**src/rtl/rdc_pkg.sv**
```systemverilog
package rdc_pkg;

  // Transfer phases; ST_ADDR..ST_DATA are the four bus cycles of one read.
  typedef enum logic [2:0] {
    ST_IDLE   = 3'd0,
    ST_ADDR   = 3'd1,
    ST_STROBE = 3'd2,
    ST_WAIT   = 3'd3,
    ST_DATA   = 3'd4
  } rd_phase_e;

  // Strobe level (active low) that belongs to a phase.
  function automatic logic strobe_n_for(input rd_phase_e ph);
    return !((ph == ST_STROBE) || (ph == ST_WAIT));
  endfunction

endpackage

```
**src/rtl/rdc_seq.sv**
```systemverilog
module rdc_seq
  import rdc_pkg::*;
(
  input  logic clk,
  input  logic rst_n,
  input  logic req_valid,
  output logic req_ready,
  output logic accept,
  output logic capture_en,
  output logic rd_n
);

  rd_phase_e state_q;
  rd_phase_e state_d;
  logic      rd_n_q;
  logic      rd_n_d;

  assign req_ready  = (state_q == ST_IDLE);
  assign accept     = req_ready && req_valid;
  assign capture_en = (state_q == ST_WAIT);
  assign rd_n       = rd_n_q;

  // Next-state logic
  always_comb begin
    state_d = state_q;
    unique case (state_q)
      ST_IDLE:   if (req_valid) state_d = ST_ADDR;
      ST_ADDR:   state_d = ST_STROBE;
      ST_STROBE: state_d = ST_WAIT;
      ST_WAIT:   state_d = ST_DATA;
      ST_DATA:   state_d = ST_IDLE;
      default:   state_d = ST_IDLE;
    endcase
    rd_n_d = strobe_n_for(state_d);
  end

  // State and strobe registers
  always_ff @(posedge clk or negedge rst_n) begin
    if (!rst_n) begin
      state_q <= ST_IDLE;
      rd_n_q  <= 1'b1;
    end else begin
      state_q <= state_d;
      rd_n_q  <= rd_n_d;
    end
  end

  // once the strobe falls it stays low for one further cycle.
  a_r3_strobe_min: assert property (@(posedge clk) disable iff (!rst_n)
    $fell(rd_n) |=> !rd_n);
  // after two low cycles the strobe is released.
  a_r3_strobe_max: assert property (@(posedge clk) disable iff (!rst_n)
    (!rd_n && $past(!rd_n)) |=> rd_n);
  // the cycle after acceptance is the address phase with the strobe high.
  a_r2_addr_phase: assert property (@(posedge clk) disable iff (!rst_n)
    accept |=> (rd_n && !req_ready));

endmodule

```
**src/rtl/rdc_addr_reg.sv**
```systemverilog
module rdc_addr_reg #(
  parameter int ADDR_W = 20
) (
  input  logic              clk,
  input  logic              rst_n,
  input  logic              load_en,
  input  logic [ADDR_W-1:0] addr_in,
  output logic [ADDR_W-1:0] addr_out
);

  logic [ADDR_W-1:0] addr_q;
  logic [ADDR_W-1:0] addr_d;

  always_comb begin
    addr_d = addr_q;
    if (load_en) addr_d = addr_in;
  end

  always_ff @(posedge clk or negedge rst_n) begin
    if (!rst_n) addr_q <= '0;
    else        addr_q <= addr_d;
  end

  assign addr_out = addr_q;

  // a loaded address appears on the bus in the next cycle.
  a_r2_addr_loaded: assert property (@(posedge clk) disable iff (!rst_n)
    load_en |=> (addr_out == $past(addr_in)));

endmodule

```
**src/rtl/rdc_data_cap.sv**
```systemverilog
module rdc_data_cap #(
  parameter int DATA_W = 16
) (
  input  logic              clk,
  input  logic              rst_n,
  input  logic              capture_en,
  input  logic [DATA_W-1:0] bus_data,
  output logic [DATA_W-1:0] data_out,
  output logic              data_valid
);

  logic [DATA_W-1:0] data_q;
  logic [DATA_W-1:0] data_d;
  logic              valid_q;

  always_comb begin
    data_d = data_q;
    if (capture_en) data_d = bus_data;
  end

  always_ff @(posedge clk or negedge rst_n) begin
    if (!rst_n) begin
      data_q  <= '0;
      valid_q <= 1'b0;
    end else begin
      data_q  <= data_d;
      valid_q <= capture_en;
    end
  end

  assign data_out   = data_q;
  assign data_valid = valid_q;

  // the valid indication never lasts two cycles.
  a_r6_single_pulse: assert property (@(posedge clk) disable iff (!rst_n)
    data_valid |=> !data_valid);
  // no new word means the held word does not move.
  a_r9_hold_data: assert property (@(posedge clk) disable iff (!rst_n)
    !data_valid |-> $stable(data_out));

endmodule

```
**src/rtl/wait_read_ctrl.sv**
```systemverilog
module wait_read_ctrl #(
  parameter int ADDR_W = 20,
  parameter int DATA_W = 16
) (
  input  logic              clk,
  input  logic              rst_n,
  input  logic              req_valid,
  input  logic [ADDR_W-1:0] req_addr,
  output logic              req_ready,
  output logic [DATA_W-1:0] rdata,
  output logic              rdata_valid,
  output logic [ADDR_W-1:0] mem_addr,
  output logic              mem_rd_n,
  input  logic [DATA_W-1:0] mem_data
);

  logic accept;
  logic capture_en;

  rdc_seq u_seq (
    .clk        (clk),
    .rst_n      (rst_n),
    .req_valid  (req_valid),
    .req_ready  (req_ready),
    .accept     (accept),
    .capture_en (capture_en),
    .rd_n       (mem_rd_n)
  );

  rdc_addr_reg #(.ADDR_W(ADDR_W)) u_addr (
    .clk      (clk),
    .rst_n    (rst_n),
    .load_en  (accept),
    .addr_in  (req_addr),
    .addr_out (mem_addr)
  );

  rdc_data_cap #(.DATA_W(DATA_W)) u_cap (
    .clk        (clk),
    .rst_n      (rst_n),
    .capture_en (capture_en),
    .bus_data   (mem_data),
    .data_out   (rdata),
    .data_valid (rdata_valid)
  );

  // while busy, the bus address cannot change at the next edge.
  a_r4_addr_stable: assert property (@(posedge clk) disable iff (!rst_n)
    !req_ready |=> $stable(mem_addr));
  // data is taken on the edge that releases the strobe.
  a_r5_capture_edge: assert property (@(posedge clk) disable iff (!rst_n)
    $rose(mem_rd_n) |-> (rdata_valid && (rdata == $past(mem_data))));
  // the valid pulse comes with the strobe released.
  a_r6_valid_strobe_high: assert property (@(posedge clk) disable iff (!rst_n)
    rdata_valid |-> mem_rd_n);
  // the cycle after the valid pulse is idle again.
  a_r8_ready_after: assert property (@(posedge clk) disable iff (!rst_n)
    rdata_valid |=> req_ready);

endmodule

```
**config.mk**
```make
export PLATFORM = sky130hd
export DESIGN_NAME = wait_read_ctrl
export DESIGN_NICKNAME = d
export VERILOG_FILES = /design/src/rtl/rdc_pkg.sv /design/src/rtl/rdc_seq.sv /design/src/rtl/rdc_addr_reg.sv /design/src/rtl/rdc_data_cap.sv /design/src/rtl/wait_read_ctrl.sv
export SDC_FILE = /design/constraint.sdc
export NUM_CORES = 1
export LEC_CHECK = 0
export ABC_CLOCK_PERIOD_IN_PS = 1600
export BUFFER_PORTS_ARGS = -buffer_cell sky130_fd_sc_hd__buf_2
export CAP_MARGIN = 20
export CORE_MARGIN = 1.5
export CORE_UTILIZATION = 45
export CTS_CLUSTER_SIZE = 40
export DETAILED_ROUTE_END_ITERATION = 7
export GPL_TIMING_DRIVEN = 1
export PLACE_DENSITY = 0.86
export SLEW_MARGIN = 20
export SYNTH_ARGS = -nofsm -noshare
export SYNTH_HDL_FRONTEND = slang
export SYNTH_SLANG_ARGS = --single-unit
```
**constraint.sdc**
```tcl
create_clock -name clk -period 1.6 [get_ports clk]
set_input_delay 0.08 -clock clk [delete_from_list [all_inputs] [get_ports clk]]
set_output_delay 0.08 -clock clk [all_outputs]
set_load 0.02 [all_outputs]
```
# Yosys cells after proc, flatten, opt, wreduce, memory -nomap -nowiden
# Cells that the tools add are included.
# W data, S select, Z words.
[word_totals]
regBits = 41
inputBits = 39
out_inout_bits = 39
elab_cells = 16
[op_classes]
eq_ne = 5
mux = 2
n_reduce_logical = 4
[op_table]
columns = ["operator", "n"]
rows = [
  ["$eq A3 B2 Y1 const B", 4],
  ["$pmux W3 S4", 1],
  ["$eq A3 B1 Y1 const B", 1],
  ["$logic_not A3 Y1", 1],
  ["$mux W3", 1],
  ["$logic_and A1 B1 Y1", 1],
  ["$logic_not A1 Y1", 1],
  ["$logic_or A1 B1 Y1", 1],
]

# Logic depth before layout (Yosys ltp)
# Gate-level depths: netlist (run 1).
[logic_depth]
ltp_word = 5
depth_mapped = 3
mapped_depth_nobuf = 2

# Cells and area by module
# From an unflattened synthesis (run 1), not the netlist that was laid out.
[hier_totals]
cells_unflattened = 91
area_unflattened_um2 = 1659.1
[modules_own_cells]
columns = ["module", "instances", "cells_each", "area_per_inst_um2", "seq_area_each_um2"]
rows = [
  ["rdc_addr_reg", 1, 42, 823.3, 500.5],
  ["rdc_data_cap", 1, 35, 674.4, 425.4],
  ["rdc_seq", 1, 14, 161.4, 101.3],
]

# Least setup slack after synthesis (run 1)
# OpenSTA, ideal clock, no wires.
[synth_timing]
path_kind = "reg-to-reg"
startpoint = "reg u_seq.state_q[1]"
endpoint = "reg u_addr.addr_q[0], in the netlist u_addr.addr_out[0]"
setup_time_ps = 125
arrival_ps = 1286
required_time_ps = 1475
setup_slack_ps = 189
stages_incl_launch_ff = 4
path_buffers = 1
synth_period_minus_slack_ps = 1411
cell_sequence = "dfrtp_1 -> nor4b_4 -> buf_6 -> mux2_2"
[synth_between]
elab_chain_cells = 2
[synth_rtl]
columns = ["item", "line", "text"]
rows = [
  ["start, declared", "rdc_seq.sv:13", "rd_phase_e state_q;"],
  ["start signal, assigned", "rdc_seq.sv:43", "state_q <= state_d;"],
  ["$logic_not A3 Y1", "rdc_seq.sv:18", "assign req_ready = (state_q == ST_IDLE);"],
  ["$logic_and A1 B1 Y1", "rdc_seq.sv:19", "assign accept = req_ready && req_valid;"],
  ["end signal, assigned", "rdc_addr_reg.sv:21", "else addr_q <= addr_d;"],
  ["end, declared", "rdc_addr_reg.sv:11", "logic [ADDR_W-1:0] addr_q;"],
]
# Every way passes these cells.
# A chain may end at the register's enable or synchronous reset.

# Final worst setup path (run 1)
[layout_timing]
startpoint = "reg u_seq.state_q[0]"
endpoint = "reg u_addr.addr_q[16], in the netlist u_addr.addr_out[16]"
# Same word-level chain as after synthesis.

==> results of run 1 <==
state kept, by name (all words and copies together), names as in the netlist:
signal / flops
u_cap.data_valid: 1
u_seq.rd_n: 1
u_seq.state_q: 3
u_cap.data_out: 16
u_addr.addr_out: 20
timing repair:
item                                   CTS  global route
resized for setup                        0             0
setup endpoints to repair                0             0
endpoints found under the hold margin   77             0
hold buffers                            37             0
power by group through the flow:
stage                     clock, mW  sequential, mW  combinational, mW
after floorplan                   0            2.51              0.948
after global placement            0            1.85               2.23
after detailed placement          0            1.91               2.35
after CTS                     0.497            1.89               2.42
after global routing          0.545            1.96               2.53
final                         0.479            1.89               2.40
layout make-up:
cell class	count	area, um^2
Clock buffer	6	41.29
Multi-Input combinational cell	44	514.2
Tap cell	46	57.56
Inverter	2	7.507
Timing Repair Buffer	118	798.3
Sequential cell	41	1027
Clock inverter	2	10.01
Fill cell	237	907.1
kinds of logic after synthesis:
family	share of synthesized area [%]
XOR/XNOR	0.5535
buffers and inverters	2.609
AND/OR/NAND/NOR	4.427
flip-flops	64.90
multiplexers	27.51
layout by cell type, fill, tap and decap left out, types with 2 or more instances in the layout:
| cell type | count |
|---|---|
| mux2_4 | 8 |
| mux2_2 | 27 |
| inv_1 | 2 |
| clkbuf_4 | 5 |
| buf_2 | 77 |
| dlygate4sd3_1 | 37 |
| dfrtp_1 | 40 |
| clkinv_2 | 2 |
| nor3_1 | 2 |
| buf_4 | 3 |
worst max-delay path by stage:
stage,startpoint,endpoint,slack (ns),depth (start not counted)
final,u_seq.state_q[0]$_DFF_PN0_,u_addr.addr_out[16]$_DFFE_PN0P_,0.11,3
after global routing,u_seq.state_q[0]$_DFF_PN0_,u_addr.addr_out[9]$_DFFE_PN0P_,0.04,3
after CTS,u_seq.state_q[0]$_DFF_PN0_,u_addr.addr_out[16]$_DFFE_PN0P_,0.10,3
after detailed placement,u_seq.state_q[0]$_DFF_PN0_,u_addr.addr_out[16]$_DFFE_PN0P_,0.12,3
after global placement,u_seq.state_q[0]$_DFF_PN0_,u_addr.addr_out[12]$_DFFE_PN0P_,0.18,3
after floorplan,u_seq.state_q[1]$_DFF_PN0_,u_addr.addr_out[0]$_DFFE_PN0P_,0.19,3
routing by layer:
layer,vias up,share of wire (%)
met3,10,6.0
met1,580,36
li1,555,-
met4,0,2.3
met2,56,56
met5,-,0
critical path, delay by kind of cell, from the launching register on:
| family | cells | cell delay (ns) |
|---|---|---|
| flops | 1 | 0.49 |
| mux | 1 | 0.35 |
| simple gates | 1 | 0.33 |
| buf+inv | 1 | 0.20 |
==> summary.md, run 1 <==
| Metric | Value |
|---|---|
| Outcome | finished, final reports clean |
| Via/cell ratio | between 4 and 5 |
| Setup Buffers After CTS | 0 |
| Ranking of synthesized cells by area | dfrtp_1, mux2_2, mux2_4 |
| Starting density of the core | between 40% and 50% |
| Setup crit start kind | register |
| Worst slew pin tran | about 0.32 ns |
| First-pass GRT wire length | 5.996 mm |
| Placer Congestion | roughly 0.63 |
| TritonCTS Buffers | 5 |
| Final Max Slew Viols | 0 |
| Post-route cell area | between 2000 and 2500 um^2 |
| Final worst slack | approximately 0.11 ns |
| WHS Endpoint | u_seq.state_q[0]$_DFF_PN0_ |
| Clock Tree Buf Depth | 2 |
| Reg2reg start | u_seq.state_q[0]$_DFF_PN0_ |
| Drt first-iter violations | 21 |
| CP Data Arrival Time | about 1.7 ns |
| Met1 Resource Use GR | roughly a fifth |
| Met3 usage | approximately 6.2% |
| Int Power | ~2.9 mW |
| Hpwl dp | approximately 2.5 mm |
| Power share of the clock group | about a tenth |
| Rows | 21 |
| Clk sinks | 41 |
| Sequential share of power | 39.7% |
| Die footprint | ~3900 um^2 |
| Worst Path Required | roughly 1.8 ns |
| Fin cells | approximately 260 |
| Post-synth top area cell | dfrtp_1 |
| Die W | 62.31 um |
| Post-route ant nets | 0 |
| Router iterations before antenna repair | 4 |
| Worst-path maximum fanout | 20 |
| GRT Resource Usage Total | between 20 and 25% |
| Post-placement cell area | just over 2000 um^2 |
| Min-delay src | req_valid |
| Total Wirelength | ~3.8 mm |
| Switching pwr | around 1.9 mW |
| Worst-path cell chain | nor4b_4 -> buf_12 -> mux2_2 |
| I/O Buffers | slightly below 80 |
| Worst Setup Slack post-DPL | about 0.12 ns |
| I/O pin count | between 70 and 80 |
| GRT overflow | 0 |
| Max cap viols | 0 |
| Most common cell in the netlist | dfrtp_1 |
| Area share of the largest cell type after synthesis | a little over three fifths |
| Fmax | 672.3 MHz |
| Synth Flop Type | dfrtp_1 |
| Cells after Synth | 90 |
| Register bit total from synthesis | 41 |
| Hold Crit Class | input pin to register |
| Number of flops mapped to enable cells by yosys | 0 |
| DR WL/cell | about 15 um |
| Slew HR | slightly below 80% |
| Worst-Skew Late Latency | roughly 0.35 ns |
| R2R setup slack | approximately 0.11 ns |
| Share of cells above drive strength 1 | roughly 59% |
| Hold WS | a little under 0.04 ns |
| H-tree Lvls | 2 |
| Total core area | about 3400 um^2 |
| Min cycle time layout | roughly 1.5 ns |
| Avg Synthesized Cell Area | around 18 um^2 |
| RSZ-0062 raised after global routing | no |
| Kind of critical path | register to register |
| Crit end category | register |
| TNS Setup | 0 ns |
| Switching share of power | 39.64% |
| Die Span Y | 62.31 um |
| Final setup viols | 0 |
| Vias after detailed routing | ~1200 |
| LEAKAGE | 1.242 nW |
| Clock-pin slew on the worst setup and hold paths | ~0.10 ns |
| Critical Path Max Stage Delay | 0.49 ns |
| Worst hold path stage count | 3 |
| Total Power | between 4 and 5 mW |
| Tcrit/Tclk final | around 93% |
| Number of global-route vias before repair | 1327 |
| Final #Nets | 251 |
| Post-synthesis cell area | around 1600 um^2 |
| Post-synth top cells | dfrtp_1, mux2_2, mux2_4 |
| Post-placement cell count | roughly 210 |
| Seq/Total Area, Yosys | 64.90% |
| GR Util met2 | about 40% |
| Ys Warns | 0 |
| Clock root buffer | clkbuf_4 |
| # DRC | 0 |
| Power Density | 1942 nW/um^2 |
| Worst Skew | around 0.0094 ns |
| Initial antenna violation count | 0 |
| Area grow syn2layout | 55.18% |
| CTS tree | yes |
| Mapped Nets | 129 |
| Worst path slowest cell | dfrtp_1 |
| Worst R2R Path Depth | 3 |
| Async S/R FF share, synth | 100.0% |
| VDD IR-drop max | around 0.0011 V |
| GRT Max-Usage Layer | met2 |
| Comb pwr share | about half |
| Distinct cells, synth | 14 |
| Finished Core Util | between 70% and 80% |
| Ant diodes | 0 |
| Final Hold Vio Count | 0 |
| Largest net degree at the start of global routing | 21 |
| Worst reg2reg endpoint | u_addr.addr_out[16]$_DFFE_PN0P_ |
(Power assumes the default switching activity.)
==> run 2, diff against run 1 <==
--- a/config.mk
+++ b/config.mk
@@ -5,15 +5,15 @@
 export SDC_FILE = /design/constraint.sdc
 export NUM_CORES = 1
 export LEC_CHECK = 0
-export ABC_CLOCK_PERIOD_IN_PS = 1600
+export ABC_CLOCK_PERIOD_IN_PS = 1300
 export BUFFER_PORTS_ARGS = -buffer_cell sky130_fd_sc_hd__buf_2
 export CAP_MARGIN = 20
 export CORE_MARGIN = 1.5
-export CORE_UTILIZATION = 45
+export CORE_UTILIZATION = 40
 export CTS_CLUSTER_SIZE = 40
 export DETAILED_ROUTE_END_ITERATION = 7
 export GPL_TIMING_DRIVEN = 1
-export PLACE_DENSITY = 0.86
+export PLACE_DENSITY = 0.81
 export SLEW_MARGIN = 20
 export SYNTH_ARGS = -nofsm -noshare
 export SYNTH_HDL_FRONTEND = slang
==> constraint.sdc (replaced) <==
create_clock -name clk -period 1.3 [get_ports clk]
set_input_delay 0.065 -clock clk [delete_from_list [all_inputs] [get_ports clk]]
set_output_delay 0.065 -clock clk [all_outputs]
set_load 0.02 [all_outputs]
==> run 2 against run 1 <==
Effect of this change: the flow now finishes with violations (setup timing); utilization fell by 7.3 points; sequential cell count did not move; wire length decreased by 4.9%; die area rose by 12%; first-iteration DRC count is 24% higher; hold slack got worse by 0.026 ns; critical path type unchanged; critical endpoint is now u_addr.addr_out[8]$_DFFE_PN0P_; highest routed layer unchanged.
==> summary.md, run 2 (synthesis gave the netlist of run 1 again) <==
| Metric | Value |
|---|---|
| Clock Tree Buf Depth | 2 |
| Min cycle time layout | around 1.4 ns |
| Drt first-iter violations | 26 |
| Outcome | complete, but fails checks |
| RSZ-0062 raised after global routing | yes |
| Worst slew pin tran | 0.4587 ns |
| Final worst slack | -0.1245 ns |
| Setup crit start kind | register |
| Router iterations before antenna repair | 3 |
| Worst Path Required | ~1.5 ns |
| Die Span Y | approximately 66 um |
| Final Max Slew Viols | 0 |
| Final Hold Vio Count | 0 |
| Tcrit/Tclk final | 109.6% |
| CP Data Arrival Time | 1.60 ns |
| Commonest non-fill, non-tap cell in the layout | buf_2 |
| Vias after detailed routing | approximately 1100 |
| Rows | 22 |
| Post-placement cell area | 2046 um^2 |
| Hpwl dp | between 2 and 2.5 mm |
| Post-route ant nets | 0 |
| Clk sinks | 41 |
| Power Density | about 2600 nW/um^2 |
| Placer Congestion | about 0.64 |
| Clock root buffer | clkbuf_8 |
| Final setup viols | 33 |
| Fmax | 702.0 MHz |
| Worst-path maximum fanout | 20 |
| Worst Setup Slack post-DPL | -0.1366 ns |
| Max cap viols | 0 |
| First-pass GRT wire length | between 5 and 6 mm |
| I/O pin count | 78 |
| DR WL/cell | about 14 um |
| Max FFs per register | 20 |
| Total Wirelength | ~3.6 mm |
| H-tree Lvls | 2 |
| Worst Skew | approximately 0.0059 ns |
| GRT overflow | 0 |
| GRT Resource Usage Total | roughly 16% |
| I/O Buffers | 77 |
| Post-route cell area | about 2500 um^2 |
| Via/cell ratio | between 4 and 5 |
| Worst-Skew Late Latency | between 0.2 and 0.3 ns |
| Total Power | ~6.5 mW |
| Ant diodes | 0 |
| Clock-pin slew on the worst setup and hold paths | around 0.08 ns |
| TritonCTS Buffers | 5 |
| Share of cells above drive strength 1 | around 65% |
| Commonest non-fill, non-tap cells in the layout | buf_2, dfrtp_1, mux2_2 |
| Die W | ~66 um |
| Starting density of the core | between 40 and 50% |
| # DRC | 0 |
| VDD IR-drop max | 0.001289 V |
| Initial antenna violation count | 0 |
| Area grow syn2layout | 55.42% |
| Slew HR | a little over two thirds |
| Total core area | 3744 um^2 |
| Failing checks | setup timing |
| Die footprint | around 4300 um^2 |
| Crit end category | register |
| Hold Crit Class | input pin to register |
| Number of global-route vias before repair | around 1100 |
| LEAKAGE | about 1.2 nW |
| CTS tree | yes |
| Kind of critical path | register to register |
| Largest net degree at the start of global routing | 22 |
| Final #Nets | between 200 and 250 |
run 2: worst max-delay path, cell delays in order, from the launching register on:
cell,delay [ns]
dfrtp_2,0.43
nor4b_4,0.32
buf_12,0.20
mux2_2,0.35
run 2: final timing paths:
path / from / endpoint / slack (ns) / depth (start not counted)
setup / recovery: u_seq.state_q[0]$_DFF_PN0_ / u_addr.addr_out[8]$_DFFE_PN0P_ / -0.12 / 3
hold / removal: mem_data[6] / u_cap.data_out[6]$_DFFE_PN0N_ / 0.01 / 2
setup reg to reg: u_seq.state_q[0]$_DFF_PN0_ / u_addr.addr_out[8]$_DFFE_PN0P_ / -0.12 / 3
hold reg to reg: u_addr.addr_out[14]$_DFFE_PN0P_ / u_addr.addr_out[14]$_DFFE_PN0P_ / 0.50 / 1
max in group asynchronous: rst_n / u_addr.addr_out[18]$_DFFE_PN0P_ / 0.37 / 3
min in group asynchronous: rst_n / u_cap.data_out[5]$_DFFE_PN0N_ / 0.30 / 2
run 2: cell type report:
| class | instances | area, um^2 |
|---|---|---|
| inverter | 2 | 7.507 |
| multi-input combinational | 44 | 519.2 |
| clock buffer | 7 | 86.33 |
| sequential | 41 | 1028 |
| tap | 48 | 60.06 |
| timing repair buffer | 108 | 728.2 |
| clock inverter | 1 | 30.03 |
| fill | 279 | 1284 |
run 2: metrics by stage:
step	util [%]	setup TNS (ns)	hold slack [ns]	cells
floorplan	-	-1.436	-0.2306	90
global placement	54.65	-1.891	0.01787	217
detailed placement	54.65	-4.184	0.04226	217
CTS	62.47	-4.220	0.00001488	241
global route	65.71	-3.915	0.0002162	251
finish	65.71	-2.535	0.01341	251
run 2: per-layer routing:
metal | GRT usage [%] | wire [um] | up-vias
li1 | - | - | 531
met1 | 17.54 | 1396 | 538
met2 | 27.65 | 1862 | 55
met3 | 7.666 | 300 | 4
met4 | 6.250 | 43 | 0
met5 | 0 | 0 | -
run 2: report_power, final:
part	switching, mW	internal [mW]
Combinational	1.60	1.54
Clock	0.407	0.626
Sequential	0.359	1.95
Total	2.36	4.12
run 2: what timing repair did:
item	CTS	global route
resized for setup	3	1
hold buffers	13	10
buffers inserted	3	0
cloned	0	1
endpoints found under the setup margin	37	37
hold endpoints to repair	31	10
